[src/rtl/tsc_pkg.sv]
package tsc_pkg;
  localparam int unsigned TW = 64;
  localparam int unsigned AW = 2;
  localparam logic [AW-1:0] A_STAMP = 2'd0;
  localparam logic [AW-1:0] A_OFFS  = 2'd1;
  localparam logic [AW-1:0] A_DLINE = 2'd2;
  localparam logic [AW-1:0] A_NONE  = 2'd3;
endpackage

[src/rtl/tsc_counter.sv]
module tsc_counter #(
  parameter int unsigned W = 64
) (
  input  logic         clk,
  input  logic         rst_n,
  input  logic         en,
  output logic [W-1:0] raw
);
  always_ff @(posedge clk or negedge rst_n) begin
    if (!rst_n) raw <= '0;
    else if (en) raw <= raw + {{(W-1){1'b0}}, 1'b1};
  end
endmodule

[src/rtl/tsc_offset.sv]
module tsc_offset #(
  parameter int unsigned W = 64
) (
  input  logic         clk,
  input  logic         rst_n,
  input  logic         wr,
  input  logic [W-1:0] wdata,
  input  logic [W-1:0] raw,
  output logic [W-1:0] offs,
  output logic [W-1:0] stamp
);
  always_ff @(posedge clk or negedge rst_n) begin
    if (!rst_n) offs <= '0;
    else if (wr) offs <= wdata;
  end
  // modulo 2^W sum, no sign handling
  assign stamp = raw + offs;
endmodule

[src/rtl/tsc_deadline.sv]
module tsc_deadline #(
  parameter int unsigned W = 64
) (
  input  logic         clk,
  input  logic         rst_n,
  input  logic         wr,
  input  logic [W-1:0] wdata,
  input  logic [W-1:0] offs,
  input  logic [W-1:0] raw,
  output logic [W-1:0] dl_sw,
  output logic [W-1:0] target,
  output logic         armed,
  output logic         fire
);
  logic reach;
  assign reach = armed && (raw >= target);

  always_ff @(posedge clk or negedge rst_n) begin
    if (!rst_n) begin
      dl_sw  <= '0;
      target <= '0;
      armed  <= 1'b0;
      fire   <= 1'b0;
    end else if (wr) begin
      dl_sw  <= wdata;
      target <= wdata - offs;
      armed  <= |wdata;
      fire   <= 1'b0;
    end else begin
      fire <= reach;
      if (reach) begin
        armed <= 1'b0;
        dl_sw <= '0;
      end
    end
  end
endmodule

[src/rtl/tsc_deadline_timer.sv]
module tsc_deadline_timer
  import tsc_pkg::*;
#(
  parameter int unsigned W = TW
) (
  input  logic          clk,
  input  logic          rst_n,
  input  logic          cnt_en,
  input  logic          reg_wr,
  input  logic [AW-1:0] reg_addr,
  input  logic [W-1:0]  reg_wdata,
  output logic [W-1:0]  reg_rdata,
  output logic          irq
);
  logic [W-1:0] raw, offs, stamp, dl_sw, target;
  logic armed;
  logic wr_offs, wr_dl;

  assign wr_offs = reg_wr && (reg_addr == A_OFFS);
  assign wr_dl   = reg_wr && (reg_addr == A_DLINE);

  tsc_counter #(.W(W)) u_cnt (
    .clk(clk), .rst_n(rst_n), .en(cnt_en), .raw(raw)
  );

  tsc_offset #(.W(W)) u_offs (
    .clk(clk), .rst_n(rst_n), .wr(wr_offs), .wdata(reg_wdata),
    .raw(raw), .offs(offs), .stamp(stamp)
  );

  tsc_deadline #(.W(W)) u_dl (
    .clk(clk), .rst_n(rst_n), .wr(wr_dl), .wdata(reg_wdata),
    .offs(offs), .raw(raw), .dl_sw(dl_sw), .target(target),
    .armed(armed), .fire(irq)
  );

  always_comb begin
    unique case (reg_addr)
      A_STAMP: reg_rdata = stamp;
      A_OFFS:  reg_rdata = offs;
      A_DLINE: reg_rdata = dl_sw;
      default: reg_rdata = '0;
    endcase
  end
endmodule

[config.mk]
export PLATFORM = sky130hd
export DESIGN_NAME = tsc_deadline_timer
export DESIGN_NICKNAME = d
export VERILOG_FILES = /design/src/rtl/tsc_pkg.sv /design/src/rtl/tsc_counter.sv /design/src/rtl/tsc_offset.sv /design/src/rtl/tsc_deadline.sv /design/src/rtl/tsc_deadline_timer.sv
export SDC_FILE = /design/constraint.sdc
export NUM_CORES = 1
export LEC_CHECK = 0
export ABC_AREA = 1
export CAP_MARGIN = 20
export CORE_AREA = 10 10 232 234
export CTS_CLUSTER_DIAMETER = 50
export DETAILED_ROUTE_END_ITERATION = 16
export DIE_AREA = 0 0 242 244
export PLACE_DENSITY = 0.67
export SYNTH_ARGS = -nofsm -noshare
export SYNTH_HDL_FRONTEND = slang
export SYNTH_SLANG_ARGS = --single-unit
[constraint.sdc]
create_clock -name clk -period 4.4 [get_ports clk]
set_clock_uncertainty 0.05 [all_clocks]
set_input_delay 0.88 -clock clk [delete_from_list [all_inputs] [get_ports clk]]
set_output_delay 0.88 -clock clk [all_outputs]
set_load 0.005 [all_outputs]
Yosys cells after proc, flatten, opt, wreduce, memory -nomap -nowiden --
Cells that the tools add are included. W data, S select, Z words.
Storage, ports and cells: logic and storage cells 24, output and inout bits 65, register bits after elaboration 258, input port bits 70
Operators by class: $add $sub $neg 3, eq/ne operators 2, reductions and logical operators 6, order comparisons 1, multiplexer cells 6
Operators by type and width (count):
- $pmux W64 S3 | 1
- $mux W64 | 2
- $add A64 B1 Y64 const B | 1
- $add A64 B64 Y64 | 1
- $ge A64 B64 Y1 | 1
- $reduce_or A64 Y1 | 1
- $sub A64 B64 Y64 | 1
- $logic_and A1 B1 Y1 | 3
- $mux W1 | 3
- $eq A2 B1 Y1 const B | 1
- $eq A2 B2 Y1 const B | 1
- $logic_not A2 Y1 | 1
- $reduce_bool A2 Y1 | 1

Logic depth before layout (Yosys ltp) --
depth in word-level cells 4, mapped depth 19, gate-level depth less buffers 17

By module --
A second synthesis with hierarchy kept.
Second synthesis, totals: cells, all modules 4171, area total of the unflattened synthesis 25993.7 um^2
By module, submodules not included:
- tsc_deadline | cells each 1955, sequential area each 3253.1 um^2, area an instance 12343.1 um^2, instances 1
- tsc_offset | cells each 1420, sequential area each 1601.5 um^2, area an instance 8295.5 um^2, instances 1
- tsc_counter | cells each 500, sequential area each 1601.5 um^2, area an instance 3769.9 um^2, instances 1
- tsc_deadline_timer | cells each 296, sequential area each 0.0 um^2, area an instance 1585.3 um^2, instances 1

Worst setup path after synthesis --
Ideal clock, no wire load.
path kind flip-flop to output port, start reg u_cnt.raw[0], end out reg_rdata[62], stages on the path, launching flop included 17, data required time 3.470 ns, arrival 1.948 ns, setup slack 1.522 ns, path through dfrtp_1 > ha_1 > inv_1 > fa_1 > inv_1 > nand3_1 > nand3_1 > nand2_1 > nand2_1 > nand2_1 > nand2_1 > nand2_1 > nand2_1 > nand2_1 > nand3_1 > nand3_1 > nand2_1
On the way: word-level cells in the longest chain between the ends 2
RTL lines:
- start, declared | RTL line tsc_counter.sv:7 | output logic [W-1:0] raw
- start signal, assigned | RTL line tsc_counter.sv:11 | else if (en) raw <= raw + {{(W-1){1'b0}}, 1'b1};
- $add A64 B64 Y64 | RTL line tsc_offset.sv:17 | assign stamp = raw + offs;
- $pmux W64 S3 | RTL line tsc_deadline_timer.sv:38 | unique case (reg_addr)
- end, declared | RTL line tsc_deadline_timer.sv:12 | output logic [W-1:0] reg_rdata,
Every way passes these cells.

Worst setup path after layout --
start reg u_offs.offs[1], end out reg_rdata[50]
On the way: word-level cells in the longest chain between the ends 2
RTL lines:
- start, declared | RTL line tsc_offset.sv:9 | output logic [W-1:0] offs,
- start signal, assigned | RTL line tsc_offset.sv:14 | else if (wr) offs <= wdata;
- $add A64 B64 Y64 | RTL line tsc_offset.sv:17
- $pmux W64 S3 | RTL line tsc_deadline_timer.sv:38
Every way passes these cells.

==> flow_metrics.env <==
export IMPL_cts_sinks=258
export IMPL_grt_start_max_net_pins=128
export IMPL_vdd_ir_drop_worst_v=0.000228
export IMPL_rsz0062_at_grt="true"
export IMPL_worst_slew_pin_transition_ns=1.04
export IMPL_layout_cells_non_filler=4886
export IMPL_die_area_mm2=0.0590
export IMPL_finalWeightedCongestion=1.04
export IMPL_synth_enable_flop_cells=0
export IMPL_crit_required_ns=3.47
export IMPL_syn_area_per_cell_um2=6.06
export IMPL_clkLatencyLatePin_ns=0.58
export IMPL_final_setup_viol_count=0
export IMPL_h_tree_depth=2
export IMPL_timing_final_max_slew_violations=0
export IMPL_grtUsageTotal_pct=33.9
export IMPL_fin_area_mm2=0.0288
export IMPL_final_setup_margin_ns=0.0734
export IMPL_synth_seq_cells=258
export IMPL_timing_hold_worst_class="in2async"
export IMPL_postSynthNetCount=4262
export IMPL_clock_path_buffers=3
export IMPL_cts_buffers_inserted=41
export IMPL_wl_met3_um=12200
export IMPL_timing_rr_end="u_dl.dl_sw[60]$_DFFE_PN0P_"
export IMPL_multi_input_area_mm2=0.0154
export IMPL_synth_async_sr_flop_share_pct=100
export IMPL_chipHeight_um=244
export IMPL_ctsRootBufferMaster="clkbuf_16"
export IMPL_worstPathArrival_ns=3.40
export IMPL_worst_setup_timing_slack_at_the_placement_stage_ns=0.339
export IMPL_timing_rr_start="u_cnt.raw[59]$_DFFE_PN0P_"
export IMPL_drive_above_1_share_pct=7.57
export IMPL_grt_overflow=0
export IMPL_route_antenna_remaining_nets=0
export IMPL_drt_wl_total_um=104000
export IMPL_category_of_the_worst_setup_path_launch_point="flop"
export IMPL_power_leakage_nw=15.5
export IMPL_path_class="reg2out"
export IMPL_initial_antenna_violation_count=4
export IMPL_pin_count=135
export IMPL_post_synth_top_area_cell="dfrtp_1"
export IMPL_reg2reg_slack_ns=1.24
export IMPL_regArea_mm2=0.00648
export IMPL_viasPerCell=5.49
export IMPL_ff2ff_path_depth=11
export IMPL_dr_wl_met2_um=42500
export IMPL_post_detailed_placement_cell_area_mm2=0.0268
export IMPL_synth_yosys_warnings=0
export IMPL_initial_utilization_pct=49.0
export IMPL_die_w_um=242
export IMPL_post_cts_hold_buffer_count=0
export IMPL_post_placement_cell_count=4804
export IMPL_synth_top_cells_by_area="dfrtp_1, nand2_1, inv_1, ha_1, nand3_1"
export IMPL_io_buffer_count=134
export IMPL_num_rows=82
export IMPL_dp_final_hpwl_um=84500
export IMPL_unique_masters_post_synth=37
export IMPL_drt_pre_antenna_iters=6
export IMPL_max_slew_margin_rel_pct=30.8
export IMPL_min_period_ns=4.33
export IMPL_design_core_area_mm2=0.0495
export IMPL_n_fill_cell=5014
export IMPL_final_period_utilization_pct=98.3
export IMPL_share_of_synthesized_area_occupied_by_flip_flops_and_latches_pct=26.6
export IMPL_syn_to_final_growth_pct=18.9
export IMPL_route_vias_total=26800
export IMPL_wl_per_cell_um=21.3
export IMPL_worst_setup_hold_path_clk_slew_ns=0.06
export IMPL_remaining_drc_errors=0
export IMPL_worst_setup_path_end_kind="output pin"
export IMPL_syn_area_mm2=0.0242
export IMPL_global_route_wire_length_before_repair_um=153000
export IMPL_synth_ff_type="dfrtp_1"
export IMPL_detail_route_iter0_violations=3298
export IMPL_max_cap_violations=0
export IMPL_finish_net_count=4443
export IMPL_power_density_mw_per_mm2=408
export IMPL_fmaxAchievable_mhz=231
export IMPL_synth_largest_type_area_fraction_pct=26.6
export IMPL_netlist_instances=3999
export IMPL_critical_path_max_fanout=4
export IMPL_cts_tree="built"
export IMPL_hold_violations=0
export IMPL_highest_signal_layer_in_the_routed_design="met5"
export IMPL_grt_pass1_vias=24800
export IMPL_outcome="finished clean"
export IMPL_route_layer_met1_wl_um=45300
## how the worst max path moves through the flow
stage                                          start            end  depth (start not counted)
final                     u_offs.offs[1]$_DFFE_PN0P_  reg_rdata[50]                         13
after global routing       u_cnt.raw[45]$_DFFE_PN0P_  reg_rdata[55]                         12
after CTS                  u_cnt.raw[24]$_DFFE_PN0P_  reg_rdata[51]                         13
after detailed placement  u_offs.offs[1]$_DFFE_PN0P_  reg_rdata[38]                         14
after global placement    u_offs.offs[1]$_DFFE_PN0P_  reg_rdata[38]                         14
after floorplan             u_cnt.raw[0]$_DFFE_PN0P_  reg_rdata[62]                         16
## stage by stage
step	TNS, ns	utilization, %	total power, mW	hold WS, ns
2_1_floorplan	0	-	6.18	0.399
3_3_place_gp	0	54.2	8.05	0.415
3_5_place_dp	0	54.2	8.08	0.417
4_1_cts	0	57.2	11.4	0.347
5_1_grt	-0.129	58.3	12.4	0.359
6_report	0	58.3	11.8	0.293
## worst max-delay path: stages, from the launching register on
cell and delay [ns]:
dfrtp_2 0.43, clkinvlp_4 0.20, fa_1 0.44, inv_2 0.10, buf_4 0.12, nand3_1 0.07
nand2_1 0.16, nand2_1 0.08, nand2_2 0.16, nand2_1 0.16, nand3_1 0.13, nand3_1 0.15
nand2_1 0.10, clkdlybuf4s50_1 0.50
## where the power goes
part,internal [mW],switching [mW],total [mW]
sequential,2.84,0.420,3.26
combinational,1.81,3.35,5.16
clock,1.99,1.35,3.34
## routing by layer
metal / global-route usage, % / up-vias
met2: 48.9 / 1367
met5: 0 / -
li1: - / 12900
met3: 9.08 / 208
met4: 12.4 / 8
met1: 47.8 / 12300
## placed cells by master, fill, tap and decap left out, types with 30 or more instances in the layout
cell / instances
nand2_1: 1364
inv_1: 727
nor2_1: 306
nand3_1: 257
a21oi_1: 241
dfrtp_1: 240
o21ai_0: 161
ha_1: 154
clkdlybuf4s50_1: 133
nor3_1: 63
buf_4: 62
xor2_1: 48
xnor2_1: 47
nand4_1: 45
clkbuf_16: 43
nand2_2: 30
## state kept, by name (all words and copies together), names as in the netlist
name,flops
u_dl.target,64
u_offs.offs,64
u_dl.armed,1
u_dl.fire,1
u_cnt.raw,64
u_dl.dl_sw,64
## cell families (layout without fill, tap and decap cells)
| kind of cell | Yosys count | in the layout | share of synthesized area, % |
|---|---|---|---|
| AND/OR/NAND/NOR | 2185 | 2185 | 37.2 |
| buffers and inverters | 798 | 1012 | 12.4 |
| AO/OA/AOI/OAI | 469 | 469 | 10.3 |
| flip-flops | 258 | 258 | 26.6 |
| adder cells (fa/ha/maj) | 193 | 193 | 10.0 |
| XOR/XNOR | 95 | 95 | 3.43 |
| multiplexers | 1 | 1 | 0.0464 |
| other | 0 | 1 | 0 |
## cell usage after synthesis, types with 47 or more instances
cell	number
inv_1	730
nand3_1	272
a21oi_1	251
nor2_1	327
xnor2_1	47
dfrtp_1	258
clkbuf_1	52
o21ai_0	166
nand2_1	1391
xor2_1	48
nor3_1	64
ha_1	191
## timing repair
item | CTS | global route
gates resized for setup | 29 | 118
setup endpoints to repair | 25 | 45
buffers inserted | 0 | 5
pin swaps | 0 | 4
## cell type report
cell class | count | area share, %
diodes | 1 | 0.00869
clock buffers | 51 | 3.94
clock inverters | 25 | 0.851
inverters | 732 | 9.55
multi-input cells | 2943 | 53.4
flip-flops and latches | 258 | 22.5
well taps | 672 | 2.92
repair buffers | 204 | 6.84
(Power assumes the default switching activity.)
